## src/rtl/mlpwm_pkg.sv

```systemverilog
package mlpwm_pkg;

    localparam int REF_W    = 16;
    localparam int BAL_W    = 16;
    localparam int BAL_FRAC = 14;
    localparam int PER_W    = 12;
    localparam int NBAND    = 4;
    localparam int PER_MIN  = 2;
    localparam int PROD_W   = REF_W + BAL_W;
    localparam int LVL_W    = REF_W + PER_W + 1;

    localparam logic signed [BAL_W-1:0]  BAL_ONE  = BAL_W'(2 ** BAL_FRAC);
    localparam logic signed [BAL_W-1:0]  BAL_HALF = BAL_W'(2 ** (BAL_FRAC - 1));
    localparam logic signed [PROD_W-1:0] SAT_HI   = PROD_W'(2 ** (REF_W - 1) - 1);
    localparam logic signed [PROD_W-1:0] SAT_LO   = -SAT_HI - PROD_W'(1);

    typedef enum logic {RAMP_UP, RAMP_DOWN} ramp_dir_e;

    typedef struct packed {
        logic                    pos;
        logic                    neg;
        logic signed [LVL_W-1:0] lvl;
    } ref_sample_t;

    function automatic logic [PER_W-1:0] clamp_period(input logic [PER_W-1:0] p);
        return (p < PER_W'(PER_MIN)) ? PER_W'(PER_MIN) : p;
    endfunction

    function automatic logic signed [BAL_W-1:0] clamp_bal(input logic signed [BAL_W-1:0] b);
        if (b > BAL_ONE)                  return BAL_ONE;
        else if (b < -BAL_ONE)            return -BAL_ONE;
        else if (b >= 0 && b < BAL_HALF)  return BAL_HALF;
        else if (b < 0 && b > -BAL_HALF)  return -BAL_HALF;
        else                              return b;
    endfunction

    function automatic logic signed [REF_W-1:0] scale_sat(input logic signed [BAL_W-1:0] b,
                                                          input logic signed [REF_W-1:0] r);
        logic signed [PROD_W-1:0] prod;
        logic signed [PROD_W-1:0] sh;
        prod = PROD_W'(b) * PROD_W'(r);
        sh   = prod >>> BAL_FRAC;
        if (sh > SAT_HI)      return SAT_HI[REF_W-1:0];
        else if (sh < SAT_LO) return SAT_LO[REF_W-1:0];
        else                  return sh[REF_W-1:0];
    endfunction

    function automatic ref_sample_t make_sample(input logic signed [REF_W-1:0] s,
                                                input logic [PER_W-1:0] p);
        ref_sample_t o;
        logic signed [LVL_W-1:0] m;
        m     = LVL_W'(s) * $signed({{(LVL_W-PER_W){1'b0}}, p});
        o.lvl = m >>> (REF_W - 2);
        o.pos = (s > 0);
        o.neg = (s < 0);
        return o;
    endfunction

    function automatic logic [NBAND-1:0] decode_gates(input logic [NBAND-1:0] h,
                                                      input logic pos, input logic neg);
        logic [NBAND-1:0] g;
        g[0] = ~h[2] &  h[3];
        g[1] = ~h[0] &  h[1];
        g[2] =  h[0] &  h[1] & pos;
        g[3] = ~h[2] & ~h[3] & neg;
        return g;
    endfunction

endpackage

```

## src/rtl/mlpwm_ramp.sv

```systemverilog
module mlpwm_ramp
    import mlpwm_pkg::*;
(
    input  logic             clk,
    input  logic             rst,
    input  logic             en,
    input  logic [PER_W-1:0] p_hold,
    output logic [PER_W-1:0] cnt,
    output logic             valley
);
    ramp_dir_e dir;

    assign valley = en && (cnt == '0);

    always_ff @(posedge clk) begin
        if (rst) begin
            cnt <= '0;
            dir <= RAMP_UP;
        end else if (en) begin
            if (dir == RAMP_UP) begin
                if (cnt >= p_hold - PER_W'(1)) begin
                    cnt <= p_hold;
                    dir <= RAMP_DOWN;
                end else begin
                    cnt <= cnt + PER_W'(1);
                end
            end else begin
                if (cnt <= PER_W'(1)) begin
                    cnt <= '0;
                    dir <= RAMP_UP;
                end else begin
                    cnt <= cnt - PER_W'(1);
                end
            end
        end
    end


    cnt_in_band_chk: assert property (@(posedge clk) disable iff (rst) cnt <= p_hold);

endmodule

```

## src/rtl/mlpwm_sampler.sv

```systemverilog
module mlpwm_sampler
    import mlpwm_pkg::*;
(
    input  logic                    clk,
    input  logic                    rst,
    input  logic                    valley,
    input  logic signed [REF_W-1:0] ref_in,
    input  logic signed [BAL_W-1:0] bal_in,
    input  logic [PER_W-1:0]        half_period,
    output ref_sample_t             smp,
    output logic [PER_W-1:0]        p_hold
);
    logic [PER_W-1:0]        p_new;
    logic signed [REF_W-1:0] scaled;

    always_comb begin
        p_new  = clamp_period(half_period);
        scaled = scale_sat(clamp_bal(bal_in), ref_in);
    end

    always_ff @(posedge clk) begin
        if (rst) begin
            smp    <= '0;
            p_hold <= PER_W'(PER_MIN);
        end else if (valley) begin
            smp    <= make_sample(scaled, p_new);
            p_hold <= p_new;
        end
    end


    hold_between_valleys_chk: assert property (@(posedge clk) disable iff (rst)
        !valley |=> $stable(smp));


    period_hold_chk: assert property (@(posedge clk) disable iff (rst)
        !valley |=> $stable(p_hold));

endmodule

```

## src/rtl/mlpwm_gates.sv

```systemverilog
module mlpwm_gates
    import mlpwm_pkg::*;
(
    input  logic              clk,
    input  logic              rst,
    input  logic              en,
    input  logic              valley,
    input  logic [PER_W-1:0]  cnt,
    input  logic [PER_W-1:0]  p_hold,
    input  ref_sample_t       smp,
    output logic [NBAND-1:0]  gate_q,
    output logic              sync_q
);
    logic signed [LVL_W-1:0] cnt_s;
    logic signed [LVL_W-1:0] p_s;
    logic signed [LVL_W-1:0] car [NBAND];
    logic [NBAND-1:0]        hit;

    assign cnt_s = $signed({{(LVL_W-PER_W){1'b0}}, cnt});
    assign p_s   = $signed({{(LVL_W-PER_W){1'b0}}, p_hold});

    for (genvar k = 0; k < NBAND; k++) begin : g_band
        localparam int OFS = 1 - k;
        assign car[k] = cnt_s + $signed(LVL_W'(OFS)) * p_s;
        assign hit[k] = smp.lvl > car[k];
    end

    always_ff @(posedge clk) begin
        if (rst) begin
            gate_q <= '0;
            sync_q <= 1'b0;
        end else begin
            gate_q <= en ? decode_gates(hit, smp.pos, smp.neg) : '0;
            sync_q <= valley;
        end
    end


    single_gate_chk: assert property (@(posedge clk) disable iff (rst) $onehot0(gate_q));


    idle_off_chk: assert property (@(posedge clk) disable iff (rst) !en |=> gate_q == '0);


    sync_single_chk: assert property (@(posedge clk) disable iff (rst) sync_q |=> !sync_q);


    upper_pol_chk: assert property (@(posedge clk) disable iff (rst) gate_q[2] |-> $past(smp.pos));


    lower_pol_chk: assert property (@(posedge clk) disable iff (rst) gate_q[3] |-> $past(smp.neg));

endmodule

```

## src/rtl/mlpwm_distributor.sv

```systemverilog
module mlpwm_distributor
    import mlpwm_pkg::*;
(
    input  logic                    clk,
    input  logic                    rst,
    input  logic                    en,
    input  logic signed [REF_W-1:0] ref_in,
    input  logic signed [BAL_W-1:0] bal_in,
    input  logic [PER_W-1:0]        half_period,
    output logic [NBAND-1:0]        gate,
    output logic                    sync
);
    logic [PER_W-1:0] cnt;
    logic [PER_W-1:0] p_hold;
    logic             valley;
    ref_sample_t      smp;

    mlpwm_ramp u_ramp (
        .clk    (clk),
        .rst    (rst),
        .en     (en),
        .p_hold (p_hold),
        .cnt    (cnt),
        .valley (valley)
    );

    mlpwm_sampler u_smp (
        .clk         (clk),
        .rst         (rst),
        .valley      (valley),
        .ref_in      (ref_in),
        .bal_in      (bal_in),
        .half_period (half_period),
        .smp         (smp),
        .p_hold      (p_hold)
    );

    mlpwm_gates u_gates (
        .clk    (clk),
        .rst    (rst),
        .en     (en),
        .valley (valley),
        .cnt    (cnt),
        .p_hold (p_hold),
        .smp    (smp),
        .gate_q (gate),
        .sync_q (sync)
    );

endmodule

```

## config.mk

```make
export PLATFORM = sky130hd
export DESIGN_NAME = mlpwm_distributor
export DESIGN_NICKNAME = d
export VERILOG_FILES = /design/src/rtl/mlpwm_pkg.sv /design/src/rtl/mlpwm_ramp.sv /design/src/rtl/mlpwm_sampler.sv /design/src/rtl/mlpwm_gates.sv /design/src/rtl/mlpwm_distributor.sv
export SDC_FILE = /design/constraint.sdc
export NUM_CORES = 1
export LEC_CHECK = 0
export BUFFER_PORTS_ARGS = -buffer_cell sky130_fd_sc_hd__buf_2
export CAP_MARGIN = 40
export CORE_MARGIN = 8
export CORE_UTILIZATION = 35
export CTS_BUF_LIST = sky130_fd_sc_hd__clkbuf_4 sky130_fd_sc_hd__clkbuf_8
export CTS_CLUSTER_DIAMETER = 200
export DETAILED_ROUTE_END_ITERATION = 8
export SYNTH_ARGS = -nofsm -noshare
export SYNTH_HDL_FRONTEND = slang
export SYNTH_HIERARCHICAL = 1
export SYNTH_SLANG_ARGS = --single-unit
```

## constraint.sdc

```tcl
create_clock -name clk -period 15.4 [get_ports clk]
set_clock_uncertainty 0.05 [all_clocks]
set_input_delay 0.77 -clock clk [delete_from_list [all_inputs] [get_ports clk]]
set_output_delay 0.77 -clock clk [all_outputs]
set_load 0.01 [all_outputs]
```

==> results.md <==
- Final critical-path required period: 14.39 ns
- CTS clk-pin slew, worst paths: 0.10 ns
- XOR/XNOR share of the synthesized area: 0.0377
- Drt pass-1 iters: 5
- Core area: 68500 sq um
- Clock tree buffer depth: 2
- Unique masters post-synth: 91
- Root buf cell: clkbuf_8
- Num rows: 96
- Cell mode on critical path: fa_1
- H-tree depth: 2
- Hold buffer count at cts: 0
- Starting DRC count in detailed routing: 1167
- Hpwl dp: 51.0 mm
- Syn_nets: 3628
- Post-route ant nets: 0
- Slew @ Worst Pin: 0.907 ns
- Yosys warning count: 6
- Gr ovfl total: 0
- Mux cell area share after synthesis: 0.0117
- Synth Area in Adders: 0.510
- CP endpoint kind: flip-flop
- Headroom to the max-slew limit: 0.391
- Die H: 279 microns
- Dpl cell area: 25100 sq um
- Share of layout cells above drive strength 1: 0.0442
- Post-synth EDFFs: 0
- Simple-gate share of the synthesized area: 0.180
- HP Class: reg2reg
- Die width: 279 microns
- WL final: 62.9 mm
- Drt drc: 0
- Starting Density: 0.353
- Critical-path maximum fanout: 51
- Crit share post-route: 0.935
- Setup slack after layout: 1.01 ns
- Filler Cells Inserted: 7086
- CTS buffer count: 5
- Critical Path Start: bal_in[15]
- Fin. max-slew vios: 0
- Vias: 18700
- Met3 wire length: 2.57 mm
- Startpoint Class: primary input
- IO buf count: 51
- First-pass GRT wire length: 106 mm
- Post-Syn Area: 24200 sq um
- R2R Path Start: u_smp/p_hold[0]$_SDFFE_PP0P_
- Status: complete, no violations
- Pre-CTS worst setup slack: 0.694 ns
- Latest clock arrival within the worst-skew pair: 0.32 ns
- Routability cong.: 0.897
- Hold path cells: 2
- Most frequent cells in the layout: 616 x inv_1, 442 x fa_1, 279 x ha_1
- Cells after Synth: 2860
- Clock Sinks: 47
- Initial antenna violation count: 1
- Highest achievable clock rate: 0.0695 GHz
- Setup_tns: 0 ns
- Synth Area in Compound Gates: 0.100
- R2R cell count: 17
- IO Pins: 52
- Sequential share of the synthesized area: 0.0389
- Vias in the first global route: 19700
- Crit-path slowest cell: o41ai_1
- Final hold slack: 0.456 ns
- Maximum Capacitance Violations: 0
- Highest metal used: met4
- Wire length per cell: 17.1 microns
- Setup Crit Path Kind: in2reg
- FF-to-FF setup slack: 9.75 ns
- Final Setup Violations: 0
- Met2 Wirelength: 29.3 mm
- WL met1: 29.9 mm
- Post-route cell area: 25200 sq um
- Die footprint: 77700 sq um
- Worst Path Required: 15.57 ns
- Total track usage: 0.166
- # diodes: 0
- Area grow syn2layout: 4.33%
- Largest net degree at the start of global routing: 52
- Ys flop type: dfxtp_1
- RSZ-0062 raised after global routing: false
- End of the critical path: u_smp/smp[14]$_SDFFE_PP0P_
- Largest stage delay, worst path: 0.57 ns
- FF+latch count, synth: 47
- Vias per cell: 5.06
- Reg2reg end: u_gates/gate_q[3]$_SDFF_PP0_
- TritonCTS clock tree: yes
- Post-synth ARST share: 0
- Final Hold Fails: 0
- Most common cell after layout, fill and taps aside: inv_1
- Post-CTS setup buffer count: 0
- Combinational family with the most area after synthesis: adder cells
- Nets: 3570
- Per-instance average area after synthesis: 8.45 sq um
- Post_cts resized: 0
- Worst EP arrival: 14.56 ns
cell type report:
type	count	area [sq um]	area share
inverter	617	2320	0.0918
multi-input combinational	2057	20300	0.806
timing repair buffer	74	440	0.0175
clock inverter	2	17.5	0.000694
tap	882	1100	0.0438
clock buffer	6	76.3	0.00303
sequential	47	942	0.0374
synth_stat cells (5+ instances only):
cell	instances	area [sq um]
buf_4	17	128
a21o_1	42	315
nor2b_1	37	231
nor2_1	125	469
or4_1	7	52.6
or2_2	6	37.5
o21a_1	18	135
mux2i_1	25	250
nand2b_1	31	194
and4_1	8	70.1
clkbuf_1	113	424
nand2_1	267	1000
dfxtp_1	47	941
xnor2_1	67	587
or3_1	6	37.5
buf_2	5	25.0
inv_1	616	2310
nor4_1	17	106
a22oi_1	8	60.1
a31oi_1	11	68.8
nand4_1	29	181
a211oi_1	14	105
and3_1	125	782
ha_1	279	3490
o21ai_0	49	245
a21oi_1	117	586
fa_1	442	8850
nor3_1	33	165
a21boi_0	5	37.5
nand3_1	34	170
o211ai_1	8	60.1
xor2_1	37	324
and2_1	100	626
o31ai_1	8	60.1
a311oi_1	6	52.6
routing by layer:
| metal | track usage | up-vias |
|---|---|---|
| met5 | 0 | - |
| met4 | 0.0324 | 0 |
| met3 | 0.00993 | 64 |
| met2 | 0.276 | 481 |
| met1 | 0.238 | 9203 |
| li1 | - | 8915 |
sequential cells by signal (all words and copies together), names as in the netlist:
| signal | flops |
|---|---|
| u_ramp/cnt | 12 |
| u_smp/smp | 17 |
| u_ramp/dir | 1 |
| u_gates/gate_q | 4 |
| u_gates/sync_q | 1 |
| u_smp/p_hold | 12 |
stage by stage:
step | instances | util
global placement | 3676 | 0.367
floorplan | 2860 | -
CTS | 3685 | 0.368
finish | 3685 | 0.368
detailed placement | 3677 | 0.367
global route | 3685 | 0.368
worst max-delay path: cells and delay by family:
| kind | cells | cell delay, ns |
|---|---|---|
| xor gates and xnor gates | 1 | 0.09 |
| adders and majority gates | 13 | 6.46 |
| buffers and inverters | 8 | 0.71 |
| and+or+nand+nor | 11 | 2.29 |
| AOI/OAI and AO/OA | 16 | 4.21 |
how the worst min path moves through the flow:
stage	from	to	slack, ns
2_1_floorplan	u_smp/smp[29]$_SDFFE_PP0P_	u_gates/gate_q[3]$_SDFF_PP0_	0.37
3_3_place_gp	u_smp/smp[29]$_SDFFE_PP0P_	u_smp/smp[29]$_SDFFE_PP0P_	0.42
3_5_place_dp	u_smp/smp[29]$_SDFFE_PP0P_	u_smp/smp[29]$_SDFFE_PP0P_	0.43
4_1_cts	u_smp/smp[29]$_SDFFE_PP0P_	u_smp/smp[29]$_SDFFE_PP0P_	0.46
5_1_grt	u_smp/smp[0]$_SDFFE_PP0P_	u_smp/smp[0]$_SDFFE_PP0P_	0.48
6_report	u_smp/smp[29]$_SDFFE_PP0P_	u_smp/smp[29]$_SDFFE_PP0P_	0.46
logic make-up after synthesis:
group,Yosys count
and+or+nand+nor,846
buffers and inverters,756
adders and majority gates,721
AOI/OAI and AO/OA,358
xor gates and xnor gates,104
DFF,47
muxes,28
Power is not shown: default switching activity piles up to over one toggle a cycle in this logic, so the estimate is an artifact.
